### config.mk
export PLATFORM = sky130hd
export DESIGN_NAME = burst_col_seq
export DESIGN_NICKNAME = d
export VERILOG_FILES = /design/src/rtl/bcs_pkg.sv /design/src/rtl/bcs_cfg_latch.sv /design/src/rtl/bcs_beat_ctr.sv /design/src/rtl/bcs_addr_gen.sv /design/src/rtl/burst_col_seq.sv
export SDC_FILE = /design/constraint.sdc
export NUM_CORES = 1
export LEC_CHECK = 0
export BUFFER_PORTS_ARGS = -buffer_cell sky130_fd_sc_hd__buf_4
export CORE_MARGIN = 5
export CORE_UTILIZATION = 55
export DETAILED_ROUTE_END_ITERATION = 8
export HOLD_SLACK_MARGIN = 0.05
export PLACE_DENSITY = 0.79
export SLEW_MARGIN = 5
export SYNTH_ARGS = -nofsm -noshare
export SYNTH_HDL_FRONTEND = slang
export SYNTH_SLANG_ARGS = --single-unit
### constraint.sdc
create_clock -name clk -period 3.3 [get_ports clk]
set_input_delay 0.495 -clock clk [delete_from_list [all_inputs] [get_ports clk]]
set_output_delay 0.495 -clock clk [all_outputs]
set_load 0.005 [all_outputs]
### src/rtl/bcs_pkg.sv
package bcs_pkg;

  typedef enum logic [1:0] {
    ORD_COUNT = 2'd0,
    ORD_XOR   = 2'd1,
    ORD_PAGE  = 2'd2
  } order_e;

  typedef struct packed {
    order_e     order;
    logic [1:0] span_log;
  } burst_cfg_t;

  function automatic burst_cfg_t decode_cfg(input logic [2:0] code, input logic il);
    burst_cfg_t c;
    c.span_log = code[1:0];
    if (code[2])  c.order = ORD_PAGE;
    else if (il)  c.order = ORD_XOR;
    else          c.order = ORD_COUNT;
    return c;
  endfunction

endpackage

### src/rtl/bcs_cfg_latch.sv
module bcs_cfg_latch
  import bcs_pkg::*;
#(
  parameter int COL_W = 9
) (
  input  logic             clk,
  input  logic             rst_n,
  input  logic             load,
  input  logic [COL_W-1:0] col_in,
  input  logic [2:0]       code_in,
  input  logic             il_in,
  output logic [COL_W-1:0] col_q,
  output burst_cfg_t       cfg_q
);

  always_ff @(posedge clk or negedge rst_n) begin
    if (!rst_n) begin
      col_q <= '0;
      cfg_q <= '{order: ORD_COUNT, span_log: 2'd0};
    end else if (load) begin
      col_q <= col_in;
      cfg_q <= decode_cfg(code_in, il_in);
    end
  end

endmodule

### src/rtl/bcs_beat_ctr.sv
module bcs_beat_ctr #(
  parameter int COL_W = 9
) (
  input  logic             clk,
  input  logic             rst_n,
  input  logic             load,
  input  logic             fire,
  input  logic             finish,
  output logic             active,
  output logic [COL_W-1:0] beat
);

  always_ff @(posedge clk or negedge rst_n) begin
    if (!rst_n) begin
      active <= 1'b0;
      beat   <= '0;
    end else if (load) begin
      active <= 1'b1;
      beat   <= '0;
    end else if (fire) begin
      beat <= beat + 1'b1;
      if (finish) active <= 1'b0;
    end
  end

endmodule

### src/rtl/bcs_addr_gen.sv
module bcs_addr_gen
  import bcs_pkg::*;
#(
  parameter int COL_W = 9
) (
  input  logic [COL_W-1:0] base_col,
  input  logic [COL_W-1:0] beat,
  input  burst_cfg_t       cfg,
  output logic [COL_W-1:0] addr
);

  logic [COL_W-1:0] summed;
  logic [COL_W-1:0] xored;
  logic [COL_W-1:0] in_win;

  assign summed = base_col + beat;
  assign xored  = base_col ^ beat;

  for (genvar i = 0; i < COL_W; i++) begin : g_bit
    assign in_win[i] = (cfg.order == ORD_PAGE) || (i < int'(cfg.span_log));
    assign addr[i]   = !in_win[i]             ? base_col[i] :
                       (cfg.order == ORD_XOR) ? xored[i]    : summed[i];
  end

endmodule

### src/rtl/burst_col_seq.sv
module burst_col_seq
  import bcs_pkg::*;
#(
  parameter int COL_W = 9
) (
  input  logic             clk,
  input  logic             rst_n,
  input  logic             start,
  input  logic [COL_W-1:0] start_col,
  input  logic [2:0]       len_code,
  input  logic             interleave,
  input  logic             terminate,
  output logic             col_valid,
  input  logic             col_ready,
  output logic [COL_W-1:0] col_addr,
  output logic             col_last
);

  logic [COL_W-1:0] base_col;
  burst_cfg_t       cfg;
  logic [COL_W-1:0] beat;
  logic [COL_W-1:0] final_beat;
  logic             active;
  logic             fire;

  bcs_cfg_latch #(.COL_W(COL_W)) u_cfg (
    .clk(clk), .rst_n(rst_n), .load(start),
    .col_in(start_col), .code_in(len_code), .il_in(interleave),
    .col_q(base_col), .cfg_q(cfg)
  );

  bcs_beat_ctr #(.COL_W(COL_W)) u_ctr (
    .clk(clk), .rst_n(rst_n), .load(start),
    .fire(fire), .finish(col_last),
    .active(active), .beat(beat)
  );

  bcs_addr_gen #(.COL_W(COL_W)) u_addr (
    .base_col(base_col), .beat(beat), .cfg(cfg), .addr(col_addr)
  );

  assign final_beat = COL_W'((1 << cfg.span_log) - 1);
  assign col_valid  = active;
  assign fire       = col_valid & col_ready;
  assign col_last   = active & ((cfg.order == ORD_PAGE) ? terminate : (beat == final_beat));

  AST_START_LOADS: assert property (@(posedge clk) disable iff (!rst_n)
    start |=> col_valid && col_addr == $past(start_col));
  AST_STALL_HOLDS: assert property (@(posedge clk) disable iff (!rst_n)
    col_valid && !col_ready && !start |=> col_valid && $stable(col_addr));
  AST_LAST_ENDS: assert property (@(posedge clk) disable iff (!rst_n)
    col_valid && col_ready && col_last && !start |=> !col_valid);
  AST_MID_CONTINUES: assert property (@(posedge clk) disable iff (!rst_n)
    col_valid && col_ready && !col_last && !start |=> col_valid);
  AST_LAST_NEEDS_VALID: assert property (@(posedge clk) disable iff (!rst_n)
    col_last |-> col_valid);

endmodule

==> metrics, run 1 <==
share of flip-flops with an asynchronous set or reset 1.000; Max stage delay cell, worst path sky130_fd_sc_hd__dfrtp_2; total net switching power 0.2101 mW; Final Instance Count excl. Fillers 225; aggregate global-route resource usage 0.1786; total of warnings raised by yosys 0; Post-synth EDFFs 0; number of port buffers 28; Clk network pwr share 0.200; outcome complete, no violations; placed instance count 220; vias in the first global route 1333; number of nets produced by synthesis 196; worst ir drop on vdd 0.3169 mV; endpoint required time on the critical path 2.80 ns; GPL Wtd Cong 0.8623; pin count of the biggest net entering global routing 26; first-pass GRT wire length 5899 µm; cell breakdown of the critical path ha_1 > inv_1 > fa_1 > nor2b_2 > o2111ai_2 > a2111oi_2 > a211oi_1 > xnor2_1 > buf_4; Clock Pin Slew Worst Setup and Hold Paths 0.13 ns; proportion of total power due to net switching 0.3145; clock insertion delay at the later pin of the skew report 0.31 ns; RSZ-0062 raised after global routing false; GRT met2 Usage 0.3033; nets@finish 224; CTS sink count 23; number of buffers created by CTS 3; total grt overflow 0; Period Utilization, post-route 0.9445; Power per Cell Area 357.9 mW/mm²; Most Used Layer, Global Route met2; count of vias placed by the detailed router 1353; floorplan core area 0.002758 mm²; DRC violations left 0; die area 0.004064 mm²; highest clock rate 320.8 MHz; sequential-to-total area share from yosys stat 0.3622; LEAKAGE 0.8384 nW; nature of the critical path startpoint flop; Final Setup Violations 0; IO Pins 29; antenna violations before repair 0; worst hold path type in -> reg; clock tree from TritonCTS yes; met1 capacity usage during global routing 0.2253; number of iterations in the first detailed-routing pass 4; Min Clock Period, post-route 3.117 ns; count of endpoints failing hold in the final timing report 0; largest driver fanout on the critical path 6; final antenna-violating net count 0; design internal power 0.4580 mW; hpwl dp 2617 µm; 1st-iter DRT viols 88; nature of the critical path endpoint output port; Total Wirelength 3537 µm; via-per-instance ratio 6.013; number of buffers inserted by post-CTS setup repair 0; layout overhead on the synthesized area 17.48%; M3 GR Usage 0.03327; post-synthesis cell count 167; clock buffer depth 2; count of different cell masters after synthesis 45; chip height 63.75 µm; effective utilization at floorplan 0.5762; max-slew violation total from the final report 0; Crit path largest cell delay 0.44 ns; Max Clock Skew 0.004724 ns; worst rel slew slack 0.5810; average cell area after synthesis 9.515 µm²; fraction of final layout cells sized beyond drive strength 1 0.2680; most used flip-flop cell after synthesis sky130_fd_sc_hd__dfrtp_1; post-synthesis register bit count 23; worst slew pin tran 0.6272 ns; number of maximum-capacitance constraint violations 0; Antenna diodes 0; post-synthesis cell area 0.001589 mm²; final total negative setup slack 0 ns; Clock Tree Root sky130_fd_sc_hd__clkbuf_4; kind of critical path reg -> out; Site Rows 19; power share of the sequential group 0.493; Comb power frac 0.308; Die Width 63.75 µm; routed wire length per instance 15.72 µm; Max H-tree Level 1; Worst EP arrival 2.62 ns
-- flip-flops by register name (all words and copies together), names as in the netlist --
| register | count |
|---|---|
| u_cfg.cfg_q | 4 |
| u_cfg.col_q | 9 |
| u_ctr.active | 1 |
| u_ctr.beat | 9 |
-- kinds of logic after synthesis --
kind of cell | after synthesis | synth area share
buffers and inverters | 10 | 0.02519
xor gates and xnor gates | 12 | 0.06614
adders and majority gates | 12 | 0.09764
DFF | 23 | 0.3622
muxes | 14 | 0.09764
AOI/OAI and AO/OA | 44 | 0.1803
and+or+nand+nor | 52 | 0.1709
-- placed cells by master (no fill, tap or decap), types with 3 or more instances in the layout --
master                     synthesis  routed
sky130_fd_sc_hd__buf_4             0      28
sky130_fd_sc_hd__dfrtp_1          23      22
sky130_fd_sc_hd__nand2_1          17      17
sky130_fd_sc_hd__o21ai_0          13      13
sky130_fd_sc_hd__mux2_2           12      12
sky130_fd_sc_hd__ha_1             10      10
sky130_fd_sc_hd__a21oi_1           9       9
sky130_fd_sc_hd__nor2_1            8       8
sky130_fd_sc_hd__xor2_1            7       7
sky130_fd_sc_hd__xnor2_1           5       5
sky130_fd_sc_hd__inv_1             4       4
sky130_fd_sc_hd__or3_1             4       4
sky130_fd_sc_hd__a211oi_1          4       4
sky130_fd_sc_hd__nand4_1           4       4
sky130_fd_sc_hd__and2_1            3       3
sky130_fd_sc_hd__and3_1            3       3
sky130_fd_sc_hd__o21a_1            3       3
sky130_fd_sc_hd__clkbuf_4          0       3
-- critical path: cells and delay by family, from the launching register on --
kind / cells / cell delay [ns]
buf+inv: 2 / 0.19
xor+xnor: 1 / 0.19
fa+ha+maj: 2 / 0.63
compound gates: 3 / 0.68
simple gates: 1 / 0.17
flops: 1 / 0.44
-- synthesized netlist by cell type, types with 2 or more instances --
library cell | instances | area (µm²)
sky130_fd_sc_hd__a211oi_1 | 4 | 30.03
sky130_fd_sc_hd__a21o_1 | 2 | 15.01
sky130_fd_sc_hd__a21oi_1 | 9 | 45.04
sky130_fd_sc_hd__and2_1 | 3 | 18.77
sky130_fd_sc_hd__and3_1 | 3 | 18.77
sky130_fd_sc_hd__buf_2 | 2 | 10.01
sky130_fd_sc_hd__clkbuf_1 | 3 | 11.26
sky130_fd_sc_hd__dfrtp_1 | 23 | 575.6
sky130_fd_sc_hd__ha_1 | 10 | 125.1
sky130_fd_sc_hd__inv_1 | 4 | 15.01
sky130_fd_sc_hd__mux2_2 | 12 | 135.1
sky130_fd_sc_hd__mux2i_1 | 2 | 20.02
sky130_fd_sc_hd__nand2_1 | 17 | 63.81
sky130_fd_sc_hd__nand2b_1 | 2 | 12.51
sky130_fd_sc_hd__nand4_1 | 4 | 25.02
sky130_fd_sc_hd__nor2_1 | 8 | 30.03
sky130_fd_sc_hd__nor2b_1 | 2 | 12.51
sky130_fd_sc_hd__nor3_1 | 2 | 10.01
sky130_fd_sc_hd__o21a_1 | 3 | 22.52
sky130_fd_sc_hd__o21ai_0 | 13 | 65.06
sky130_fd_sc_hd__o22ai_1 | 2 | 12.51
sky130_fd_sc_hd__or3_1 | 4 | 25.02
sky130_fd_sc_hd__xnor2_1 | 5 | 43.79
sky130_fd_sc_hd__xor2_1 | 7 | 61.31
-- cell type report --
cell class / count / area, µm²
Tap cell: 31 / 38.79
Timing Repair Buffer: 29 / 220.2
Clock inverter: 1 / 5.005
Fill cell: 236 / 890.9
Clock buffer: 3 / 22.52
Inverter: 4 / 15.01
Sequential cell: 23 / 576.8
Multi-Input combinational cell: 134 / 988.4
-- final timing paths --
check,start,endpoint,slack (ns),cells after the start
hold reg to reg,u_cfg.col_q[8],u_cfg.col_q[8],0.56,1
max in group asynchronous,rst_n,u_ctr.beat[0],2.45,2
setup reg to reg,u_cfg.cfg_q[1],u_ctr.active,0.90,7
min in group asynchronous,rst_n,u_cfg.col_q[1],0.60,2
setup / recovery,u_ctr.beat[0],col_addr[8],0.18,9
hold / removal,len_code[2],u_cfg.cfg_q[2],0.34,2
-- per-layer routing --
metal,part of all wire,routed length [µm],vias up
li1,-,-,666
met1,0.43,1523,640
met2,0.51,1791,45
met3,0.058,204,2
met4,0.0054,19,0
met5,0,0,-
-- power by group through the flow --
stage	combinational (mW)	sequential [mW]	clock, mW
after floorplan	0.129	0.324	0
after global placement	0.197	0.332	0
after detailed placement	0.202	0.334	0
after CTS	0.205	0.328	0.139
after global routing	0.226	0.333	0.155
final	0.206	0.329	0.133
-- timing repair --
item                                    4_1_cts  5_1_grt
endpoints found under the setup margin        0        1
resized for setup                             0        5
hold endpoints to repair                      5        0
hold buffers                                  1        0
-- per-stage QoR --
step | setup slack, ns | total power [mW] | util | hold slack [ns] | cell area, µm²
floorplan | 0.7880 | 0.4525 | - | 0.1994 | 1589
global placement | 0.6107 | 0.5289 | 0.6574 | 0.4002 | 1813
detailed placement | 0.4133 | 0.5355 | 0.6574 | 0.4095 | 1813
CTS | 0.03999 | 0.6720 | 0.6711 | 0.3319 | 1851
global route | 0.0007676 | 0.7134 | 0.6770 | 0.3196 | 1867
finish | 0.1830 | 0.6681 | 0.6770 | 0.3427 | 1867
No activity file was read; power rests on OpenSTA's default activity.
==> inputs of run 2 (changes only) <==
- GPL_TIMING_DRIVEN: default -> 0
==> run 2 against run 1 <==
Against the previous run:
- sequential cell count did not move
- via count grew 0.30%
- power up 0.24%
- fmax is 0.53% higher
- clock skew grew 0.0074 ns
- critical path depth decreased by 1
- setup slack improved by 0.016 ns
- die area did not move
- utilization is 0.64 points higher
- sequential share of layout area decreased by 0.29 points
- critical path type unchanged
==> metrics, run 2 (synthesis gave the netlist of run 1 again) <==
Power per Cell Area 355.4 mW/mm²; final total negative setup slack 0 ns; M3 GR Usage 0.02627; Max Clock Skew 0.01211 ns; first-pass GRT wire length 6216 µm; post-layout power 0.6696 mW; clock buffer depth 2; most common cell after layout, fill and taps aside sky130_fd_sc_hd__buf_4; clock insertion delay at the later pin of the skew report 0.32 ns; fraction of final layout cells sized beyond drive strength 1 0.2663; registers with the highest flip-flop counts u_cfg.col_q: 9 flops, u_ctr.beat: 9 flops, u_cfg.cfg_q: 4 flops; Period Utilization, post-route 0.9396; LEAKAGE 0.8462 nW; placement-stage worst setup slack 0.4495 ns; outcome complete, no violations; Die Width 63.75 µm; count of endpoints failing hold in the final timing report 0; aggregate global-route resource usage 0.1877; worst slew pin tran 0.6055 ns; Max stage delay cell, worst path sky130_fd_sc_hd__or4_1; number of port buffers 27; pin count of the biggest net entering global routing 24; Min Clock Period, post-route 3.101 ns; Max H-tree Level 1; nature of the critical path startpoint flop; chip height 63.75 µm; DRC violations left 0; CTS sink count 23; floorplan core area 0.002758 mm²; Worst EP arrival 2.61 ns; effective utilization at floorplan 0.5762; GPL Wtd Cong 0.8598; cell depth of the worst flop-to-flop path 8; Fin Hold WS 0.3409 ns; largest driver fanout on the critical path 10; antenna violations before repair 0; die area 0.004064 mm²; area taken by multi-input logic gates 988.4 µm²; count of vias placed by the detailed router 1357; via-per-instance ratio 5.900; Site Rows 19; Clock Tree Root sky130_fd_sc_hd__clkbuf_4; Most Used Layer, Global Route met2; GRT met2 Usage 0.3325; met1 capacity usage during global routing 0.2350; routed wire length per instance 15.23 µm; layout overhead on the synthesized area 18.58%; final antenna-violating net count 0; Clock Pin Slew Worst Setup and Hold Paths 0.14 ns; least setup slack across all paths after layout 0.1995 ns; hpwl dp 2724 µm; nature of the critical path endpoint output port; kind of critical path reg -> out; clock tree from TritonCTS yes; Crit path largest cell delay 0.42 ns; sequential cell area 576.8 µm²; worst ir drop on vdd 0.2883 mV; number of maximum-capacitance constraint violations 0; cell area after layout 0.001884 mm²; Total Wirelength 3503 µm; cell breakdown of the critical path buf_2 > or2b_1 > ha_1 > xnor2_1 > or4_1 > a2111oi_2 > o21a_1 > buf_4; max-slew violation total from the final report 0; endpoint required time on the critical path 2.80 ns; number of buffers created by CTS 3; 1st-iter DRT viols 46; nets@finish 229; highest clock rate 322.5 MHz; Final Setup Violations 0; worst rel slew slack 0.5955; placed instance area 0.001831 mm²; number of buffers inserted by post-CTS setup repair 0; commonest cells after routing, fill and taps aside sky130_fd_sc_hd__buf_4, sky130_fd_sc_hd__dfrtp_1, sky130_fd_sc_hd__nand2_1; cell depth of the worst hold path 2; RSZ-0062 raised after global routing false; IO Pins 29; number of iterations in the first detailed-routing pass 4; vias in the first global route 1400; worst hold path type in -> reg; Antenna diodes 0; Layout fillers 244; total grt overflow 0
## run 2: changes by cell type in the layout (fill, tap and decap cells not counted), sizes merged
cell    change
buf         +2
clkbuf      +3
## run 2: final timing paths
| path | slack [ns] | endpoint | startpoint |
|---|---|---|---|
| worst max-delay path | 0.20 | col_last | u_cfg.cfg_q[1] |
| worst min-delay path | 0.34 | u_cfg.cfg_q[2] | len_code[2] |
| worst max register to register | 0.89 | u_ctr.active | u_cfg.cfg_q[1] |
| worst min register to register | 0.55 | u_cfg.col_q[8] | u_cfg.col_q[8] |
| max in group asynchronous | 2.45 | u_ctr.beat[0] | rst_n |
| min in group asynchronous | 0.59 | u_cfg.col_q[1] | rst_n |
## run 2: critical path, delay by kind of cell (launching register included)
family / cells / cell delay [ns]
XOR/XNOR: 1 / 0.12
AND/OR/NAND/NOR: 2 / 0.66
buffers and inverters: 2 / 0.28
flip-flops: 1 / 0.41
AO/OA/AOI/OAI: 2 / 0.53
adder cells (fa/ha/maj): 1 / 0.28
## run 2: cell type report
type | count | area share
Buffer | 6 | 0.01328
Sequential cell | 23 | 0.3061
Clock buffer | 3 | 0.01195
Timing Repair Buffer | 28 | 0.1129
Tap cell | 31 | 0.02058
Inverter | 4 | 0.007968
Clock inverter | 1 | 0.002656
Multi-Input combinational cell | 134 | 0.5246
## run 2: where the power goes
part	switching (mW)	leakage, nW	internal (mW)
combinational	0.0967	0.542	0.112
sequential	0.0239	0.286	0.302
clock	0.0897	0.0177	0.0454
total	0.210	0.846	0.459
## run 2: metal layers
metal	share of wire	vias up
li1	-	674
met1	0.43	639
met2	0.50	39
met3	0.047	5
met4	0.014	0
met5	0	-
## run 2: per-stage QoR
step	util	cells
detailed placement	0.6638	225
CTS	0.6774	230
floorplan	-	167
global route	0.6833	230
finish	0.6833	230
global placement	0.6638	225
## run 2: timing repair
action | 4_1_cts | 5_1_grt
setup endpoints to repair | 0 | 1
resized for setup | 0 | 5
endpoints found under the hold margin | 10 | 0
hold buffers | 1 | 0
==> inputs of run 3 (changes only) <==
- ABC_AREA: default -> 1
==> run 3 against run 2 <==
Against the previous run:
- clock power about the same
- synthesized cell count up 45%
- setup slack better by 0.35 ns
- area after synthesis up 4.5%
- cell area up 2.9%
- via count up 18%
- critical path type unchanged
- critical endpoint is now col_addr[8]
- largest cell class unchanged
==> metrics, run 3 <==
number of buffers inserted by post-CTS setup repair 0; most common cell after layout, fill and taps aside sky130_fd_sc_hd__nand2_1; count of vias placed by the detailed router 1608; GPL Wtd Cong 0.9223; Clk network pwr share 0.212; RSZ-0062 raised after global routing false; via-per-instance ratio 5.238; power share of the sequential group 0.490; most instantiated library cell after synthesis sky130_fd_sc_hd__nand2_1; total grt overflow 0; hpwl dp 2984 µm; fraction of final layout cells sized beyond drive strength 1 0.1825; Clock Pin Slew Worst Setup and Hold Paths 0.13 ns; Worst EP arrival 2.26 ns; cell area after layout 0.001938 mm²; worst hold path type in -> async; cell depth of the worst flop-to-flop path 11; number of port buffers 28; Die Width 64.95 µm; Antenna diodes 0; endpoint required time on the critical path 2.80 ns; final antenna-violating net count 0; Max Clock Skew 0.007095 ns; Post-synth EDFFs 0; clock tree from TritonCTS yes; CTS sink count 23; sequential-to-total area share from yosys stat 0.3466; die area 0.004218 mm²; Site Rows 20; post-layout power 0.6470 mW; final total negative setup slack 0 ns; routed wire length per instance 12.66 µm; first-pass GRT wire length 6548 µm; Reg-to-Reg End u_ctr.active; Comb power frac 0.298; nets@finish 304; outcome complete, no violations; largest driver fanout on the critical path 5; Max H-tree Level 1; total of warnings raised by yosys 0; Min Clock Period, post-route 2.754 ns; portion of synthesized cell area occupied by the leading cell type 0.3466; number of hold buffers added after CTS 0; least setup slack across all paths after layout 0.5463 ns; Critical R2R Launch u_cfg.cfg_q[1]; total net switching power 0.2131 mW; effective utilization at floorplan 0.5576; max-slew violation total from the final report 0; Final Setup Violations 0; post-cts repair resize count 0; post-synthesis cell area 0.001660 mm²; Total Wirelength 3887 µm; top cells by count, synth sky130_fd_sc_hd__nand2_1, sky130_fd_sc_hd__inv_1, sky130_fd_sc_hd__dfrtp_1, sky130_fd_sc_hd__nand3_1; commonest cells after routing, fill and taps aside sky130_fd_sc_hd__nand2_1, sky130_fd_sc_hd__inv_1, sky130_fd_sc_hd__buf_4; Power per Cell Area 333.8 mW/mm²; post-synthesis cell count 242; clock buffer depth 2; worst rel slew slack 0.6148; nature of the critical path startpoint flop; final core utilization 0.6508; highest clock rate 363.1 MHz; design internal power 0.4339 mW; Register-to-Register Setup Slack 1.65 ns; worst ir drop on vdd 0.2107 mV; number of nets produced by synthesis 271; chip height 64.95 µm; biggest area contributors in the synthesized netlist sky130_fd_sc_hd__dfrtp_1, sky130_fd_sc_hd__nand2_1, sky130_fd_sc_hd__ha_1; kind of critical path reg -> out; clock insertion delay at the later pin of the skew report 0.32 ns; nature of the critical path endpoint output port; share of flip-flops with an asynchronous set or reset 1.000; average cell area after synthesis 6.861 µm²; DRC violations left 0; count of endpoints failing hold in the final timing report 0; floorplan core area 0.002978 mm²; placed instance area 0.001912 mm²; placement-stage worst setup slack 0.9308 ns; LEAKAGE 1.092 nW; proportion of total power due to net switching 0.3293; Period Utilization, post-route 0.8345; aggregate global-route resource usage 0.2002; pin count of the biggest net entering global routing 24; number of buffers created by CTS 3; Clock Tree Root sky130_fd_sc_hd__clkbuf_4; worst slew pin tran 0.5778 ns; layout overhead on the synthesized area 16.73%; most used flip-flop cell after synthesis sky130_fd_sc_hd__dfrtp_1; count of different cell masters after synthesis 29; 1st-iter DRT viols 60; number of iterations in the first detailed-routing pass 4; post-synthesis register bit count 23; cell type with the highest aggregate area in the netlist sky130_fd_sc_hd__dfrtp_1; registers with the highest flip-flop counts u_cfg.col_q: 9 flops, u_ctr.beat: 9 flops, u_cfg.cfg_q: 4 flops; IO Pins 29; antenna violations before repair 0; number of maximum-capacitance constraint violations 0; vias in the first global route 1519
run 3: cell types whose count changed after synthesis, moves of 5 or more:
cell and delta:
sky130_fd_sc_hd__nor2_1 +7, sky130_fd_sc_hd__nand3_1 +17, sky130_fd_sc_hd__nand2_2 +5, sky130_fd_sc_hd__xor2_1 -6, sky130_fd_sc_hd__nand2_1 +57, sky130_fd_sc_hd__inv_1 +27
sky130_fd_sc_hd__inv_2 +6, sky130_fd_sc_hd__xnor2_1 -5, sky130_fd_sc_hd__mux2_2 -12
run 3: how the worst max path moves through the flow:
stage                        endpoint  slack, ns  depth (start not counted)     startpoint
after floorplan           col_addr[8]       1.24                         12  u_ctr.beat[0]
after global placement    col_addr[8]       0.96                         12  u_ctr.beat[0]
after detailed placement  col_addr[8]       0.93                         12  u_ctr.beat[0]
after CTS                 col_addr[8]       0.56                         12  u_ctr.beat[0]
after global routing      col_addr[8]       0.39                         12  u_ctr.beat[0]
final                     col_addr[8]       0.55                         12  u_ctr.beat[0]
run 3: metal layers:
metal / share of wire / routed length, µm / GRT usage / vias to the layer above
li1: - / - / - / 844
met1: 0.47 / 1830 / 0.2533 / 706
met2: 0.46 / 1786 / 0.3295 / 46
met4: 0.024 / 93 / 0.07652 / 0
met3: 0.045 / 176 / 0.04679 / 12
met5: 0 / 0 / 0 / -
run 3: area by class of cell:
class	instances	area, µm²
clock buffer	4	26.28
timing repair buffer	28	210.2
fill	293	1040
inverter	38	143.9
sequential	23	575.6
buffer	4	17.52
tap	33	41.29
multi-input combinational	177	923.4
run 3: logic make-up (layout without fill, tap and decap cells):
logic type / count (synthesis) / after routing / synth area share
and+or+nand+nor: 127 / 127 / 0.3399
AOI/OAI and AO/OA: 38 / 38 / 0.1236
DFF: 23 / 23 / 0.3466
buffers and inverters: 42 / 74 / 0.09721
adders and majority gates: 11 / 11 / 0.08742
xor gates and xnor gates: 1 / 1 / 0.005276
run 3: power groups by stage:
stage	sequential, mW	clock [mW]	combinational, mW
after floorplan	0.318	0	0.113
after global placement	0.322	0	0.189
after detailed placement	0.322	0	0.194
after CTS	0.317	0.140	0.195
after global routing	0.319	0.154	0.221
final	0.317	0.137	0.193
run 3: worst max-delay path, stage by stage, from the launching register on:
cell and delay (ns):
sky130_fd_sc_hd__dfrtp_1 0.48, sky130_fd_sc_hd__ha_1 0.23, sky130_fd_sc_hd__inv_1 0.06, sky130_fd_sc_hd__fa_1 0.36, sky130_fd_sc_hd__inv_1 0.09, sky130_fd_sc_hd__nand3_1 0.06, sky130_fd_sc_hd__nand2_1 0.13, sky130_fd_sc_hd__nand2_1 0.10
sky130_fd_sc_hd__nand3_1 0.11, sky130_fd_sc_hd__nand3_1 0.08, sky130_fd_sc_hd__nand2_1 0.06, sky130_fd_sc_hd__nand2_1 0.04, sky130_fd_sc_hd__buf_4 0.13
run 3: metrics by stage:
step,std cells,hold slack [ns]
after global routing,307,0.05229
after detailed placement,303,0.4139
after CTS,307,0.05105
final,307,0.04522
after floorplan,242,0.1994
after global placement,303,0.4138
